[config.mk]
export PLATFORM = sky130hd
export DESIGN_NAME = vchain_dma
export DESIGN_NICKNAME = d
export VERILOG_FILES = /design/src/rtl/vchain_pkg.sv /design/src/rtl/vchain_pend.sv /design/src/rtl/vchain_pick.sv /design/src/rtl/vchain_dma.sv
export SDC_FILE = /design/constraint.sdc
export NUM_CORES = 1
export LEC_CHECK = 0
export BUFFER_PORTS_ARGS = -buffer_cell sky130_fd_sc_hd__buf_4
export CAP_MARGIN = 20
export CORE_ASPECT_RATIO = 1.75
export CORE_MARGIN = 2
export CORE_UTILIZATION = 50
export CTS_CLUSTER_DIAMETER = 150
export DETAILED_ROUTE_END_ITERATION = 12
export PLACE_DENSITY = 0.78
export SYNTH_ARGS = -nofsm -noshare
export SYNTH_HDL_FRONTEND = slang
export SYNTH_HIERARCHICAL = 1
export SYNTH_SLANG_ARGS = --single-unit
[constraint.sdc]
create_clock -name clk -period 5.3 [get_ports clk]
set_clock_uncertainty 0.2 [all_clocks]
set_input_delay 1.06 -clock clk [delete_from_list [all_inputs] [get_ports clk]]
set_output_delay 1.06 -clock clk [all_outputs]
set_load 0.005 [all_outputs]
[src/rtl/vchain_pkg.sv]
package vchain_pkg;
  typedef enum logic [2:0] {
    ST_IDLE, ST_VEC, ST_DESC, ST_CHECK, ST_RD, ST_WR, ST_WB, ST_FIN
  } vc_state_e;

  localparam int MODE_CHAIN = 0;
  localparam int MODE_BURST = 1;
  localparam int MODE_IRQ   = 2;
  localparam int DESC_WORDS = 6;
  localparam int WB_WORDS   = 3;
endpackage

[src/rtl/vchain_pend.sv]
module vchain_pend #(
  parameter int N_SRC = 4
) (
  input  logic             clk,
  input  logic             rst_n,
  input  logic [N_SRC-1:0] req_i,
  input  logic [N_SRC-1:0] clr_i,
  output logic [N_SRC-1:0] pend_o
);
  for (genvar i = 0; i < N_SRC; i++) begin : g_src
    always_ff @(posedge clk or negedge rst_n) begin
      if (!rst_n)         pend_o[i] <= 1'b0;
      else if (req_i[i])  pend_o[i] <= 1'b1;
      else if (clr_i[i])  pend_o[i] <= 1'b0;
    end
  end
endmodule

[src/rtl/vchain_pick.sv]
module vchain_pick #(
  parameter int N_SRC = 4,
  localparam int SW = (N_SRC > 1) ? $clog2(N_SRC) : 1
) (
  input  logic [N_SRC-1:0] pend_i,
  output logic             any_o,
  output logic [SW-1:0]    idx_o,
  output logic [N_SRC-1:0] grant_o
);
  always_comb begin
    idx_o   = '0;
    grant_o = '0;
    for (int i = N_SRC - 1; i >= 0; i--) begin
      if (pend_i[i]) begin
        idx_o   = SW'(i);
        grant_o = N_SRC'(1) << i;
      end
    end
    any_o = |pend_i;
  end
endmodule

[src/rtl/vchain_dma.sv]
module vchain_dma #(
  parameter int N_SRC    = 4,
  parameter int W        = 16,
  parameter int VEC_BASE = 0
) (
  input  logic             clk,
  input  logic             rst_n,
  input  logic [N_SRC-1:0] req_i,
  output logic             mem_en_o,
  output logic             mem_we_o,
  output logic [W-1:0]     mem_addr_o,
  output logic [W-1:0]     mem_wdata_o,
  input  logic [W-1:0]     mem_rdata_i,
  output logic             irq_o,
  output logic [W-1:0]     irq_addr_o
);
  import vchain_pkg::*;
  localparam int SW = (N_SRC > 1) ? $clog2(N_SRC) : 1;

  vc_state_e         state_q, state_d;
  logic [SW-1:0]     src_q, pick_idx;
  logic [N_SRC-1:0]  pend, grant, clr;
  logic              pick_any;
  logic [W-1:0]      ptr_q, cnt_q, sa_q, da_q, link_q, hnd_q;
  logic [2:0]        mode_q;
  logic [2:0]        idx_q;
  logic [W-1:0]      cnt_dec;

  vchain_pend #(.N_SRC(N_SRC)) pend_i (
    .clk(clk), .rst_n(rst_n), .req_i(req_i), .clr_i(clr), .pend_o(pend));

  vchain_pick #(.N_SRC(N_SRC)) pick_i (
    .pend_i(pend), .any_o(pick_any), .idx_o(pick_idx), .grant_o(grant));

  assign cnt_dec = cnt_q - W'(1);

  always_comb begin
    state_d     = state_q;
    mem_en_o    = 1'b0;
    mem_we_o    = 1'b0;
    mem_addr_o  = '0;
    mem_wdata_o = '0;
    clr         = '0;
    irq_o       = 1'b0;
    irq_addr_o  = '0;
    unique case (state_q)
      ST_IDLE: if (pick_any) begin
        clr        = grant;
        mem_en_o   = 1'b1;
        mem_addr_o = W'(VEC_BASE) + W'(pick_idx);
        state_d    = ST_VEC;
      end
      ST_VEC: begin
        mem_en_o   = 1'b1;
        mem_addr_o = mem_rdata_i;
        state_d    = ST_DESC;
      end
      ST_DESC: begin
        if (idx_q == 3'(DESC_WORDS - 1)) state_d = ST_CHECK;
        else begin
          mem_en_o   = 1'b1;
          mem_addr_o = ptr_q + W'(idx_q) + W'(1);
        end
      end
      ST_CHECK: state_d = (cnt_q == '0) ? ST_IDLE : ST_RD;
      ST_RD: begin
        mem_en_o   = 1'b1;
        mem_addr_o = sa_q;
        state_d    = ST_WR;
      end
      ST_WR: begin
        mem_en_o    = 1'b1;
        mem_we_o    = 1'b1;
        mem_addr_o  = da_q;
        mem_wdata_o = mem_rdata_i;
        state_d     = (mode_q[MODE_BURST] && cnt_dec != '0) ? ST_RD : ST_WB;
      end
      ST_WB: begin
        mem_en_o    = 1'b1;
        mem_we_o    = 1'b1;
        mem_addr_o  = ptr_q + W'(idx_q) + W'(1);
        mem_wdata_o = (idx_q == 3'd0) ? cnt_q : (idx_q == 3'd1) ? sa_q : da_q;
        if (idx_q == 3'(WB_WORDS - 1)) state_d = (cnt_q == '0) ? ST_FIN : ST_IDLE;
      end
      ST_FIN: begin
        if (mode_q[MODE_CHAIN]) begin
          mem_en_o    = 1'b1;
          mem_we_o    = 1'b1;
          mem_addr_o  = W'(VEC_BASE) + W'(src_q);
          mem_wdata_o = link_q;
        end
        irq_o      = mode_q[MODE_IRQ];
        irq_addr_o = mode_q[MODE_IRQ] ? hnd_q : '0;
        state_d    = ST_IDLE;
      end
      default: state_d = ST_IDLE;
    endcase
  end

  always_ff @(posedge clk or negedge rst_n) begin
    if (!rst_n) begin
      state_q <= ST_IDLE;
      src_q   <= '0;
      ptr_q   <= '0;
      mode_q  <= '0;
      cnt_q   <= '0;
      sa_q    <= '0;
      da_q    <= '0;
      link_q  <= '0;
      hnd_q   <= '0;
      idx_q   <= '0;
    end else begin
      state_q <= state_d;
      case (state_q)
        ST_IDLE: if (pick_any) src_q <= pick_idx;
        ST_VEC: begin
          ptr_q <= mem_rdata_i;
          idx_q <= '0;
        end
        ST_DESC: begin
          case (idx_q)
            3'd0:    mode_q <= mem_rdata_i[2:0];
            3'd1:    cnt_q  <= mem_rdata_i;
            3'd2:    sa_q   <= mem_rdata_i;
            3'd3:    da_q   <= mem_rdata_i;
            3'd4:    link_q <= mem_rdata_i;
            default: hnd_q  <= mem_rdata_i;
          endcase
          idx_q <= idx_q + 3'd1;
        end
        ST_WR: begin
          cnt_q <= cnt_dec;
          sa_q  <= sa_q + W'(1);
          da_q  <= da_q + W'(1);
          idx_q <= '0;
        end
        ST_WB: idx_q <= idx_q + 3'd1;
        default: ;
      endcase
    end
  end
endmodule

# Yosys cells after proc, flatten, opt, wreduce, memory -nomap -nowiden

Index checks and enable logic that the tools add are counted.

Flip-flop bits (word level): 111
Input port bits: 22
Output and inout port bits: 51
Logic and storage cells: 112

Add/sub/neg operators: 6
Eq/ne operators: 18
Muxes and demuxes: 48
Bitwise logic cells: 1
Reduce and logical (&&, ||, !) cells: 25

Operators by type and width:

| kind                                                | number |
|---|---|
| 2-to-1 mux 16 bit                                   | 9 |
| one-hot mux 16 bit (7 select lines)                 | 1 |
| one-hot mux 16 bit (2 select lines)                 | 3 |
| adder 16 x 1 -> 16 bit (second input constant)      | 3 |
| one-hot mux 16 bit (3 select lines)                 | 1 |
| 2-to-1 mux 4 bit                                    | 6 |
| one-hot mux 3 bit (8 select lines)                  | 1 |
| == test 3 bit (second input constant)               | 6 |
| adder 16 x 3 -> 16 bit                              | 1 |
| logical NOT 16 bit                                  | 1 |
| nonzero test 16 bit                                 | 1 |
| subtractor 16 x 1 -> 16 bit (second input constant) | 1 |
| 2-to-1 mux 3 bit                                    | 5 |
| 2-to-1 mux 2 bit                                    | 7 |
| AND reduction 2 bit                                 | 7 |
| == test 3 x 2 -> 1 bit (second input constant)      | 4 |
| 2-to-1 mux 1 bit                                    | 12 |
| nonzero test 2 bit                                  | 6 |
| != test 2 bit (second input constant)               | 5 |
| OR reduction 4 bit                                  | 2 |
| == test 3 x 1 -> 1 bit (second input constant)      | 2 |
| logical NOT 3 bit                                   | 2 |
| one-hot mux 3 bit (2 select lines)                  | 1 |
| OR reduction 2 bit                                  | 3 |
| 8 further kinds                                     | 8 |

# Logic depth before layout (Yosys ltp)

Gate-level depths: netlist of run 1.

Depth in word-level cells: 8
Depth in mapped cells: 8

# Cells and area by module

The synthesis of run 1 kept the hierarchy.

Modules (own cells, without submodules):

| module      | instances | cells an instance | area an instance (sq um) |
|---|---|---|---|
| vchain_dma  | 1         | 764               | 6940.4 |
| vchain_pend | 1         | 12                | 145.1 |
| vchain_pick | 1         | 11                | 61.3 |

# Worst setup path after synthesis of run 1

OpenSTA, ideal clock, no wires.

Kind: register to output
Start: register idx_q[0]
End: output mem_addr_o[10]
Data arrival time: 1.752 ns
Data required time: 4.040 ns
Slack: 2.288 ns
Stages on the path, launching flop included: 9
Path buffers: 0
Cell sequence: dfrtp_1 > inv_1 > ha_1 > fa_1 > nor2b_1 > o211ai_1 > nor2_1 > xnor2_1 > o221ai_1

Longest elaborated chain between the ends: 4
Elaborated cells on any way between the ends: 5

Ends and longest elaborated chain:

| item                                  | line                               | RTL |
|---|---|---|
| start, declared                       | vchain_dma.sv:26                   | `logic [2:0] idx_q;` |
| start signal, assigned                | vchain_dma.sv:129                  | `idx_q <= idx_q + 3'd1;` |
| start signal, assigned                | vchain_dma.sv:137                  | `ST_WB: idx_q <= idx_q + 3'd1;` |
| adder 16 x 3 -> 16 bit                | vchain_dma.sv:62, vchain_dma.sv:81 |  |
| adder 16 x 1 -> 16 bit                | vchain_dma.sv:62, vchain_dma.sv:81 |  |
| 2-to-1 mux 16 bit                     | vchain_dma.sv:59                   | `if (idx_q == 3'(DESC_WORDS - 1)) state_d = ST_CHECK;` |
| one-hot mux 16 bit (7 select lines) * | vchain_dma.sv:46                   | `unique case (state_q)` |
| end, declared                         | vchain_dma.sv:11                   | `output logic [W-1:0] mem_addr_o,` |

Every way passes the cells marked *; elsewhere a longest branch is shown, timed or not.

# Worst setup path after layout of run 1

Start: register state_q[1]
End: output mem_addr_o[7]

Longest elaborated chain between the ends: 2
Elaborated cells on any way between the ends: 8

Ends and longest elaborated chain:

| item                                        | line              | RTL |
|---|---|---|
| start, declared                             | vchain_dma.sv:20  | `vc_state_e state_q, state_d;` |
| start signal, assigned                      | vchain_dma.sv:113 | `state_q <= state_d;` |
| == test 3 bit, or another cell as far along | vchain_dma.sv:46  |  |
| one-hot mux 16 bit (7 select lines) *       | vchain_dma.sv:46  |  |

Marks and branches as above.

==> results of run 1 <==
-- worst min path at each step --
stage                                       from                endpoint  slack (ns)  cells after the start
after CTS                   hnd_q[2]$_DFFE_PN0P_    hnd_q[2]$_DFFE_PN0P_        0.30                      1
after global routing      link_q[14]$_DFFE_PN0P_  link_q[14]$_DFFE_PN0P_        0.32                      1
after floorplan             src_q[0]$_DFFE_PN0P_    src_q[0]$_DFFE_PN0P_        0.25                      2
after detailed placement    src_q[1]$_DFFE_PN0P_    src_q[1]$_DFFE_PN0P_        0.28                      2
after global placement      src_q[0]$_DFFE_PN0P_    src_q[0]$_DFFE_PN0P_        0.26                      2
final                       src_q[0]$_DFFE_PN0P_    src_q[0]$_DFFE_PN0P_        0.30                      2
-- logic make-up after synthesis --
kind of cell / after synthesis / share of synthesized area
and+or+nand+nor: 274 / 0.199
AOI/OAI and AO/OA: 220 / 0.210
DFF: 111 / 0.389
buffers and inverters: 82 / 0.0495
muxes: 66 / 0.101
xor gates and xnor gates: 17 / 0.0208
adders and majority gates: 17 / 0.0308
-- area by class of cell --
type                       instances  area, sq um  area share
clock buffer                      10          239      0.0297
clock inverter                     6         81.3      0.0101
inverter                          21         78.8     0.00979
multi-input combinational        594         4020       0.500
sequential                       111         2780       0.345
tap                              177          221      0.0275
timing repair buffer              83          631      0.0783
-- sequential cells by signal, indices dropped and copies added, names as in the netlist --
name           count
cnt_q             16
da_q              16
hnd_q             16
idx_q              3
link_q            16
mode_q             3
pend_i/pend_o      4
ptr_q             16
sa_q              16
src_q              2
state_q            3
-- critical path: cells and delay by family (launching register included) --
family	cells	cell delay [ns]
buffers and inverters	3	0.53
DFF	1	0.43
and+or+nand+nor	2	0.98
adders and majority gates	1	0.29
AOI/OAI and AO/OA	1	0.14
-- Yosys cell counts, drive strengths merged, types with 18 or more instances --
cell type / count / share of area
mux2: 49 / 0.077
inv: 21 / 0.011
clkbuf: 30 / 0.016
nor2: 81 / 0.043
and2: 25 / 0.022
dfrtp: 111 / 0.39
buf: 31 / 0.023
nand2: 68 / 0.036
nor3: 18 / 0.015
a22oi: 32 / 0.034
nand3: 29 / 0.023
o21ai: 45 / 0.032
a21oi: 48 / 0.034
-- power by group --
part	switching, uW	leakage, uW	internal, uW	total, uW
registers	450	0.00125	1170	1620
logic	1100	0.00190	902	2000
clock network	348	0.000157	391	740
total	1890	0.00331	2460	4350
-- per-layer routing --
layer,GRT usage,up-vias,wire [um]
li1,-,2939,-
met1,0.328,3182,7690
met2,0.480,308,10600
met3,0.0441,135,1130
met4,0.221,0,2010
met5,0,-,0
-- through the flow --
stage | instances | total power, uW | util | worst slack (ns) | area (sq um)
2_1_floorplan | 787 | 2860 | - | 2.29 | 7150
3_3_place_gp | 985 | 3530 | 0.555 | 1.67 | 7720
3_5_place_dp | 985 | 3570 | 0.555 | 1.62 | 7720
4_1_cts | 1001 | 4320 | 0.578 | 1.21 | 8040
5_1_grt | 1002 | 4630 | 0.579 | 1.10 | 8050
6_report | 1002 | 4350 | 0.579 | 1.31 | 8050
==> results.md, run 1 <==
Cells and area:
- For this run, the post-layout net count is 859.
- The number of fillers in the final layout is 1,264.
- The layout overhead on the synthesized area is 12.7%.
- The number of antenna diodes in the final layout is 0.
- Of the cells placed in the final design, the portion with a size suffix greater than 1 is 0.210.
- The library cell used most frequently in the layout, excluding fill and tap cells, is sky130_fd_sc_hd__dfrtp_1.
- Leaving out fill and tap cells, the most frequent cells in the layout are 111 x sky130_fd_sc_hd__dfrtp_1, 82 x sky130_fd_sc_hd__buf_4, 81 x sky130_fd_sc_hd__nor2_1.

Logic synthesis:
- The most used flip-flop cell after synthesis is sky130_fd_sc_hd__dfrtp_1.
- The count of different cell masters after synthesis is 75.
- The mapped cell area is 0.00715 sq mm.
- In this run the mean area of a mapped cell was 9.08 sq um.
- The post-synthesis cell count is 787.
- The async set-reset flop share out of synthesis is 1.00.
- Yosys mapped a number of flops with a built-in enable equal to 0.
- The post-synthesis sequential area ratio is 0.389.
- The post-synthesis register bit count is 111.
- The count of yosys warnings during synthesis is 6.
- The synthesized net count is 826.

STA:
- In this run the tightest slew margin relative to its limit is 0.340.
- The minimum clock period after layout is 3.99 ns.
- The ratio of final minimum period to clock period is 0.754.
- The maximum clock frequency is 0.250 GHz.
- The final count of pins violating max slew came to 0.
- Setup repair after global routing left no endpoint under its margin.
- Setup violations remaining at the end of the flow were counted as 0.
- The number of hold-slack violations in the final timing report was 0.
- For the pin with the worst max-slew slack, the measured transition is 0.988 ns.
- The worst slack on hold paths is 0.300 ns.
- Setup total negative slack on the finished layout was measured at 0 ns.

CTS:
- The clock slew at the register clock pins of the worst setup and hold paths is 0.08 ns.
- CTS saw 111 sinks.
- In this run the post-CTS setup repair buffer count came out at 0.
- The number of H-tree branching levels is 3.
- No sink is reached through more buffers than the 2 on the longest clock path.
- Clock latency on the worst-skew pair, taken at its later pin, is 0.36 ns.
- The number of resized instances in the post-cts repair step is 0.
- The tree is rooted in a sky130_fd_sc_hd__clkbuf_16.
- After clock tree synthesis, the flow added hold-fix buffers numbering 0.
- The number of clock buffers added by TritonCTS is 9.
- TritonCTS built the clock tree.

Critical path:
- The endpoint of the worst setup timing path is mem_addr_o[7].
- Walking the worst path, the cells encountered are inv_1 > ha_1 > buf_4 > nor2b_2 > nand2_1 > o221ai_1 > buf_4.
- The register-to-register setup slack is 1.76 ns.
- The endpoint required time on the critical path is 4.04 ns.
- The depth of the most critical reg-to-reg path is 7.
- The critical path launch point type is a register.
- The startpoint identified for the worst register-to-register timing path is state_q[0]$_DFFE_PN0P_.
- The endpoint arrival time on the critical path is 2.73 ns.
- The highest net fanout along the worst path is 25.
- The worst flop-to-flop path endpoint is cnt_q[3]$_DFFE_PN0P_.
- The critical path starts at state_q[1]$_DFFE_PN0P_.
- The sort of element at the end of the critical path is an output port.
- The category of the most critical setup path is reg2out.
- On the worst path, the slowest cell contributes a delay of 0.82 ns.
- The library cell contributing the largest single delay on the critical path is sky130_fd_sc_hd__nor2b_2.
- The most frequent cell on the critical path is sky130_fd_sc_hd__buf_4.

Floorplanning:
- 73 I/O pins were placed.
- The die is 94.4 um wide.
- For this configuration, the core starts out at a cell density of 0.514.
- The area of the die is 0.0153 sq mm.
- The die is 162 um tall.
- The count of standard-cell rows is 57.
- The area inside the core boundary is 0.0139 sq mm.

GRT:
- The wire length of the first global-routing pass is 34,000 um.
- The via count of the first global-routing pass is 6,423.
- For this run the aggregate overflow at the end of global routing stands at 0.
- The initial antenna violation count is 0.
- The total global routing track utilization is 0.289.
- The pin count of the biggest net entering global routing is 45.

Run:
- The reported max-cap violation count is 0.

Placement:
- The count of port buffers added during placement is 72.
- The placer congestion estimate is 0.999.
- The half-perimeter wire length of the detailed placement result is 15,500 um.

Routing:
- For this run, design rule violations remaining after detail routing come to 0.
- Using the TritonRoute via totals, the vias-per-cell ratio works out to 6.55.
- The number of nets with antenna violations after detailed routing is 0.
- The first detailed-routing pass ran for 6 iterations.
- The iteration-0 DRC count of the detailed router is 741.
- Dividing the detail-routed wire length by the instance count gives 21.4 um.
- The total wirelength of the detailed-routed design is 21,400 um.
- Detailed routing inserted a total of 6,564 vias.

Power:
- For this design the static power due to leakage is 0.00331 uW.
- The worst voltage drop across the vdd grid is 0.209 mV.
- Dividing total power by cell area gives a power density of 541 mW/mm^2.

Min path:
- The path class of the lowest-slack min-delay path is reg2reg.

Run status:
- The run finished with clean final reports.
(Power assumes the default switching activity.)
==> inputs of run 2 (changes only) <==
Clock period 5.3 ns to 3.7 ns, I/O delays scaled along.
==> run 2 against run 1 <==
Non-clock buffer count up 10. Clock-buffer cell count is 1 higher. Register-to-register slack worse by 0.86 ns. Critical path type unchanged. Largest cell class unchanged. Largest power group unchanged.
==> results.md, run 2 (synthesis gave the netlist of run 1 again) <==
Cells and area:
- The total number of nets in the final design is 869 (+1.2%).
- The fraction of layout cells with a size suffix above 1 is 0.218 (+0.00827).
- The number of inserted diodes is 0 (unchanged).
- The area growth from synthesis to layout is 13.3%.
- The library cells used most frequently in the layout, excluding fill and tap cells, are 111 x sky130_fd_sc_hd__dfrtp_1, 92 x sky130_fd_sc_hd__buf_4, 81 x sky130_fd_sc_hd__nor2_1.
- The final core utilization is 0.582 (+0.00351).
- The commonest non-fill, non-tap cell in the layout is sky130_fd_sc_hd__dfrtp_1.

GRT:
- The total global routing track utilization was 0.286 (-0.00289).
- The pin count of the biggest net entering global routing was 58 (+29%).
- The overall overflow remaining after global route came to 0 (unchanged).
- The wire length of the first global-routing pass is 33,800 um (-0.57%).
- The via count of the first global-routing pass came to 6,410 (-0.20%).
- The initial antenna violation count is 0 (unchanged).

Critical path:
- The sort of element at the end of the critical path is an output port.
- The endpoint required time on the critical path is 2.76 ns (-1.28 ns).
- STA classifies the critical path startpoint as a register.
- The delay of the slowest cell on the worst path is 0.40 ns (-0.42 ns).
- The critical path in this run is classified as reg2out.
- The library cell contributing the largest single delay on the critical path is sky130_fd_sc_hd__fa_1.
- The signal on the critical path passes through inv_1 > ha_1 > fa_1 > nor2b_1 > o211ai_1 > nor2_1 > xnor2_1 > o221ai_1 > buf_4.
- The highest net fanout along the worst path came to 5 (-80%).
- The endpoint arrival time on the critical path is 2.53 ns (-0.20 ns).

Placement:
- The count of port buffers added during placement is 72 (unchanged).
- The placement-stage worst setup slack came to 0.657 ns (-0.962 ns).
- The placer congestion estimate is 0.965 (-3.5%).
- The half-perimeter wire length of the detailed placement result is 15,400 um (-0.51%).

CTS:
- The cell sitting at the root of the clock tree is a sky130_fd_sc_hd__clkbuf_16.
- The clock slew at the register clock pins of the worst setup and hold paths is 0.08 ns (about the same).
- The count of hold buffers inserted by post-cts repair is 0 (unchanged).
- TritonCTS built the clock tree.
- The number of resized instances in the post-cts repair step came to 0 (unchanged).
- The number of sinks handled by clock tree synthesis was 111 (unchanged).
- The buffers inserted during post-CTS setup optimization came to 0 (unchanged).
- The total CTS buffers is 9 (unchanged).
- The worst-skew pair later-pin latency is 0.36 ns (about the same).
- The number of H-tree branching levels was 3 (unchanged).
- The number of buffers between clock root and the deepest sink is 2 (unchanged).

Floorplanning:
- The area inside the core boundary was 0.0139 sq mm (unchanged).
- The number of placed I/O pins is 73 (unchanged).
- The starting density of the core came to 0.514 (unchanged).
- The count of standard-cell rows came to 57 (unchanged).
- The die width was 94.4 um (unchanged).
- The die boundary height is 162 um (unchanged).
- The area of the die came to 0.0153 sq mm (unchanged).

STA:
- The final count of pins violating max slew was 0 (unchanged).
- Based on the critical path, the design can be clocked at up to 0.288 GHz.
- The setup violation total in the final timing report came to 0 (unchanged).
- The ratio of final minimum period to clock period is 0.938.
- The number of hold-slack violations in the final timing report is 0 (unchanged).
- The transition time at the pin with the least slew margin is 1.02 ns (+0.0315 ns).
- The final setup TNS is 0 ns (unchanged).
- The relative max-transition margin is 0.319 (-0.0211).
- After layout, the minimum clock period comes to 3.47 ns.
- Setup repair after global routing left no endpoint under its margin.
- The worst slack on hold paths is 0.234 ns (-0.0663 ns).
- The setup slack of the critical path after layout is 0.230 ns (-1.08 ns).

Routing:
- The total wirelength of the detailed-routed design is 21,300 um (-0.62%).
- The iteration-0 DRC count of the detailed router is 583 (-21%).
- The post-detailed-route via-to-cell ratio is 6.49 (-0.91%).
- The number of remaining DRC errors is 0 (unchanged).
- The routed wirelength normalized by instance count came to 21.1 um (-1.6%).
- The total iterations of the first detailed-routing run is 7 (+1).
- The number of vias after detailed routing is 6,569 (+0.076%).
- The number of nets with antenna violations after detailed routing was 0 (unchanged).

Power:
- The worst voltage drop across the vdd grid is 0.327 mV (+57%).
- The power per standard cell area is 762 mW/mm^2 (+41%).
- The post-layout total power is 6170 uW (+42%).
- The leakage power figure was 0.00334 uW (+1.1%).

Run status:
- The run finished with clean final reports.

Run:
- The reported max-cap violation count is 0 (unchanged).

Min path:
- In this run the worst hold path is classified as in2async.
## run 2: worst max-delay path: cells and delay by family, from the launching register on
kind	cells	cell delay [ns]
compound gates	2	0.34
buf+inv	2	0.27
fa+ha+maj	2	0.62
xor+xnor	1	0.13
flops	1	0.38
simple gates	2	0.42
## run 2: power by group
group / switching (uW) / leakage (uW) / internal [uW] / total [uW]
Combinational: 1560 / 0.00195 / 1320 / 2880
Sequential: 651 / 0.00125 / 1670 / 2320
Clock: 477 / 0.000143 / 490 / 967
## run 2: per-stage QoR
step                cell area [sq um]  cells
floorplan                        7150    787
global placement                 7810    996
detailed placement               7810    996
CTS                              8100   1012
global route                     8100   1012
finish                           8100   1012
## run 2: per-layer routing
metal / up-vias / global-route usage / share of wire
met3: 107 / 0.0394 / 0.051
met4: 0 / 0.211 / 0.083
met5: - / 0 / 0
li1: 2969 / - / -
met1: 3199 / 0.328 / 0.37
met2: 294 / 0.478 / 0.50
## run 2: final cells by class
class,count,area [sq um]
Clock buffer,11,243
Multi-Input combinational cell,594,4020
Fill cell,1275,5810
Inverter,21,78.8
Sequential cell,111,2780
Timing Repair Buffer,93,711
Clock inverter,5,46.3
Tap cell,177,221
## run 2: path summary, 6_finish.rpt
kind                                         from  cells after the start                            to  slack, ns
max                          idx_q[0]$_DFFE_PN0P_                      9                mem_addr_o[12]       0.23
min                                         rst_n                      1          hnd_q[7]$_DFFE_PN0P_       0.23
max reg2reg                state_q[0]$_DFFE_PN0P_                      9          da_q[15]$_DFFE_PN0P_       0.90
min reg2reg                  hnd_q[9]$_DFFE_PN0P_                      1          hnd_q[9]$_DFFE_PN0P_       0.30
max in group asynchronous                   rst_n                      2  pend_i/pend_o[1]$_DFFE_PN0P_       2.30
min in group clk             hnd_q[9]$_DFFE_PN0P_                      1          hnd_q[9]$_DFFE_PN0P_       0.30
==> inputs of run 3 (changes only) <==
Clock period 3.7 ns to 3.8 ns, I/O delays scaled along.
==> run 3 against run 2 <==
Hold slack improved by 0.042 ns. Cell area shrank 0.15%. First-iteration DRC count is 34% higher. Critical path type unchanged. Power is 3.3% lower. Largest power group unchanged.
==> results.md, run 3 (synthesis gave the netlist of run 1 again) <==
STA:
- The ratio of final minimum period to clock period is 0.939.
- The final count of pins violating max slew is 0 (unchanged).
- The number of hold-slack violations in the final timing report was 0 (unchanged).
- The worst slack on hold paths is 0.276 ns (+0.0419 ns).
- The final setup TNS is 0 ns (unchanged).
- The minimum clock period after layout is 3.57 ns.
- Setup repair after global routing left no endpoint under its margin.
- The setup violation total in the final timing report is 0 (unchanged).
- The transition time at the pin with the least slew margin was 1.01 ns (-0.0121 ns).
- The relative max-transition margin is 0.327 (+0.00811).
- Based on the critical path, the design can be clocked at up to 0.280 GHz.

GRT:
- The pin count of the biggest net entering global routing is 62 (+6.9%).
- The initial antenna violation count is 0 (unchanged).
- The overall overflow remaining after global route is 0 (unchanged).
- The via count of the first global-routing pass is 6,152 (-4.0%).
- The total global routing track utilization was 0.288 (+0.00181).
- The wire length of the first global-routing pass is 33,900 um (+0.18%).

Critical path:
- The sort of element at the end of the critical path is an output port.
- The delay of the slowest cell on the worst path was 0.41 ns (about the same).
- The category of the most critical setup path is reg2out.
- The worst path buffer plus inverter count is 2 (unchanged).
- The endpoint required time on the critical path was 2.84 ns (+0.08 ns).
- The dominant delay contributor by cell family on the critical path is adder cells.
- The endpoint arrival time on the critical path was 2.61 ns (+0.08 ns).
- Traced cell by cell, the critical path runs through inv_1 > ha_1 > fa_1 > nor2b_1 > o211ai_1 > nor2_1 > xnor2_1 > o221ai_1 > buf_4.
- The critical path launch point type is a register.
- The library cell contributing the largest single delay on the critical path is sky130_fd_sc_hd__fa_1.
- The highest net fanout along the worst path is 5 (unchanged).

Routing:
- The number of remaining DRC errors came to 0 (unchanged).
- The routed wirelength normalized by instance count was 21.3 um (+1.3%).
- The number of nets with antenna violations after detailed routing is 0 (unchanged).
- The number of vias after detailed routing came to 6,472 (-1.5%).
- The total iterations of the first detailed-routing run is 5 (-2).
- The iteration-0 DRC count of the detailed router is 781 (+34%).
- The total wirelength of the detailed-routed design is 21,600 um (+1.3%).
- The post-detailed-route via-to-cell ratio is 6.40 (-1.5%).

Floorplanning:
- The die width came to 94.4 um (unchanged).
- The count of standard-cell rows was 57 (unchanged).
- The starting density of the core is 0.514 (unchanged).
- The area of the die is 0.0153 sq mm (unchanged).
- The die boundary height is 162 um (unchanged).
- The area inside the core boundary came to 0.0139 sq mm (unchanged).
- The number of placed I/O pins was 73 (unchanged).

CTS:
- The number of sinks handled by clock tree synthesis is 111 (unchanged).
- The total CTS buffers is 9 (unchanged).
- The clock slew at the register clock pins of the worst setup and hold paths is 0.08 ns (about the same).
- The cell sitting at the root of the clock tree is a sky130_fd_sc_hd__clkbuf_16.
- The number of H-tree branching levels was 3 (unchanged).
- The buffers inserted during post-CTS setup optimization is 0 (unchanged).
- The count of hold buffers inserted by post-cts repair is 0 (unchanged).
- TritonCTS built the clock tree.
- The number of resized instances in the post-cts repair step is 0 (unchanged).
- The worst-skew pair later-pin latency is 0.35 ns (about the same).
- The number of buffers between clock root and the deepest sink is 2 (unchanged).

Run:
- The reported max-cap violation count is 0 (unchanged).

Power:
- The worst voltage drop across the vdd grid came to 0.334 mV (+2.2%).
- The power per standard cell area is 737 mW/mm^2 (-3.2%).
- The leakage power figure is 0.00333 uW (-0.48%).

Cells and area:
- The total number of nets in the final design was 869 (unchanged).
- The fraction of layout cells with a size suffix above 1 came to 0.217 (-0.00120).
- In the layout the commonest cells are 111 x sky130_fd_sc_hd__dfrtp_1, 92 x sky130_fd_sc_hd__buf_4, 81 x sky130_fd_sc_hd__nor2_1.
- The commonest non-fill, non-tap cell in the layout is sky130_fd_sc_hd__dfrtp_1.
- The number of inserted diodes came to 0 (unchanged).
- From synthesis to final layout, the design area changed by 13.2%.

Placement:
- The placer congestion estimate is 0.982 (+1.8%).
- The count of port buffers added during placement is 72 (unchanged).
- The half-perimeter wire length of the detailed placement result came to 15,700 um (+2.2%).

Run status:
- The flow ran to the end, and the final reports show no timing, DRC or antenna violations.

Min path:
- The path class of the lowest-slack min-delay path is in2async.
## run 3: cell types whose count changed in the layout (fill, tap and decap cells not counted)
cell                         previous run  this run
sky130_fd_sc_hd__clkbuf_8               1         0
sky130_fd_sc_hd__inv_6                  3         0
sky130_fd_sc_hd__clkbuf_1               1         2
sky130_fd_sc_hd__clkinvlp_4             0         2
sky130_fd_sc_hd__clkinv_4               1         2
## run 3: cell type report
| cell class | instances | area (sq um) |
|---|---|---|
| Fill cell | 1288 | 5820 |
| Multi-Input combinational cell | 594 | 4020 |
| Sequential cell | 111 | 2780 |
| Timing Repair Buffer | 93 | 711 |
| Clock buffer | 11 | 233 |
| Tap cell | 177 | 221 |
| Inverter | 21 | 78.8 |
| Clock inverter | 5 | 43.8 |
## run 3: report_power, final
| part | switching [uW] | internal (uW) | total, uW |
|---|---|---|---|
| Clock | 452 | 453 | 906 |
| Sequential | 676 | 1630 | 2300 |
| Combinational | 1480 | 1280 | 2750 |
## run 3: per-stage QoR
| step | utilization | total power, uW | cell area [sq um] | std cells | worst slack [ns] |
|---|---|---|---|---|---|
| floorplan | - | 3990 | 7150 | 787 | 1.09 |
| global placement | 0.562 | 4980 | 7810 | 996 | 0.652 |
| detailed placement | 0.562 | 5030 | 7810 | 996 | 0.634 |
| CTS | 0.582 | 5940 | 8090 | 1012 | 0.236 |
| global route | 0.582 | 6350 | 8090 | 1012 | 0.110 |
| finish | 0.582 | 5960 | 8090 | 1012 | 0.230 |
## run 3: final timing paths
kind / from / end / slack, ns / cells after the start
worst max register to register: state_q[1]$_DFFE_PN0P_ / sa_q[14]$_DFFE_PN0P_ / 1.11 / 8
max in group asynchronous: rst_n / cnt_q[1]$_DFFE_PN0P_ / 2.35 / 2
worst min-delay path: rst_n / hnd_q[5]$_DFFE_PN0P_ / 0.28 / 1
worst max-delay path: idx_q[0]$_DFFE_PN0P_ / mem_addr_o[12] / 0.23 / 9
worst min register to register: hnd_q[10]$_DFFE_PN0P_ / hnd_q[10]$_DFFE_PN0P_ / 0.29 / 1
min in group clk: hnd_q[10]$_DFFE_PN0P_ / hnd_q[10]$_DFFE_PN0P_ / 0.29 / 1
## run 3: layer usage
metal  global-route usage  share of wire
met1                0.338           0.36
met2                0.482           0.50
met3               0.0348          0.054
met4                0.201          0.083
met5                    0              0
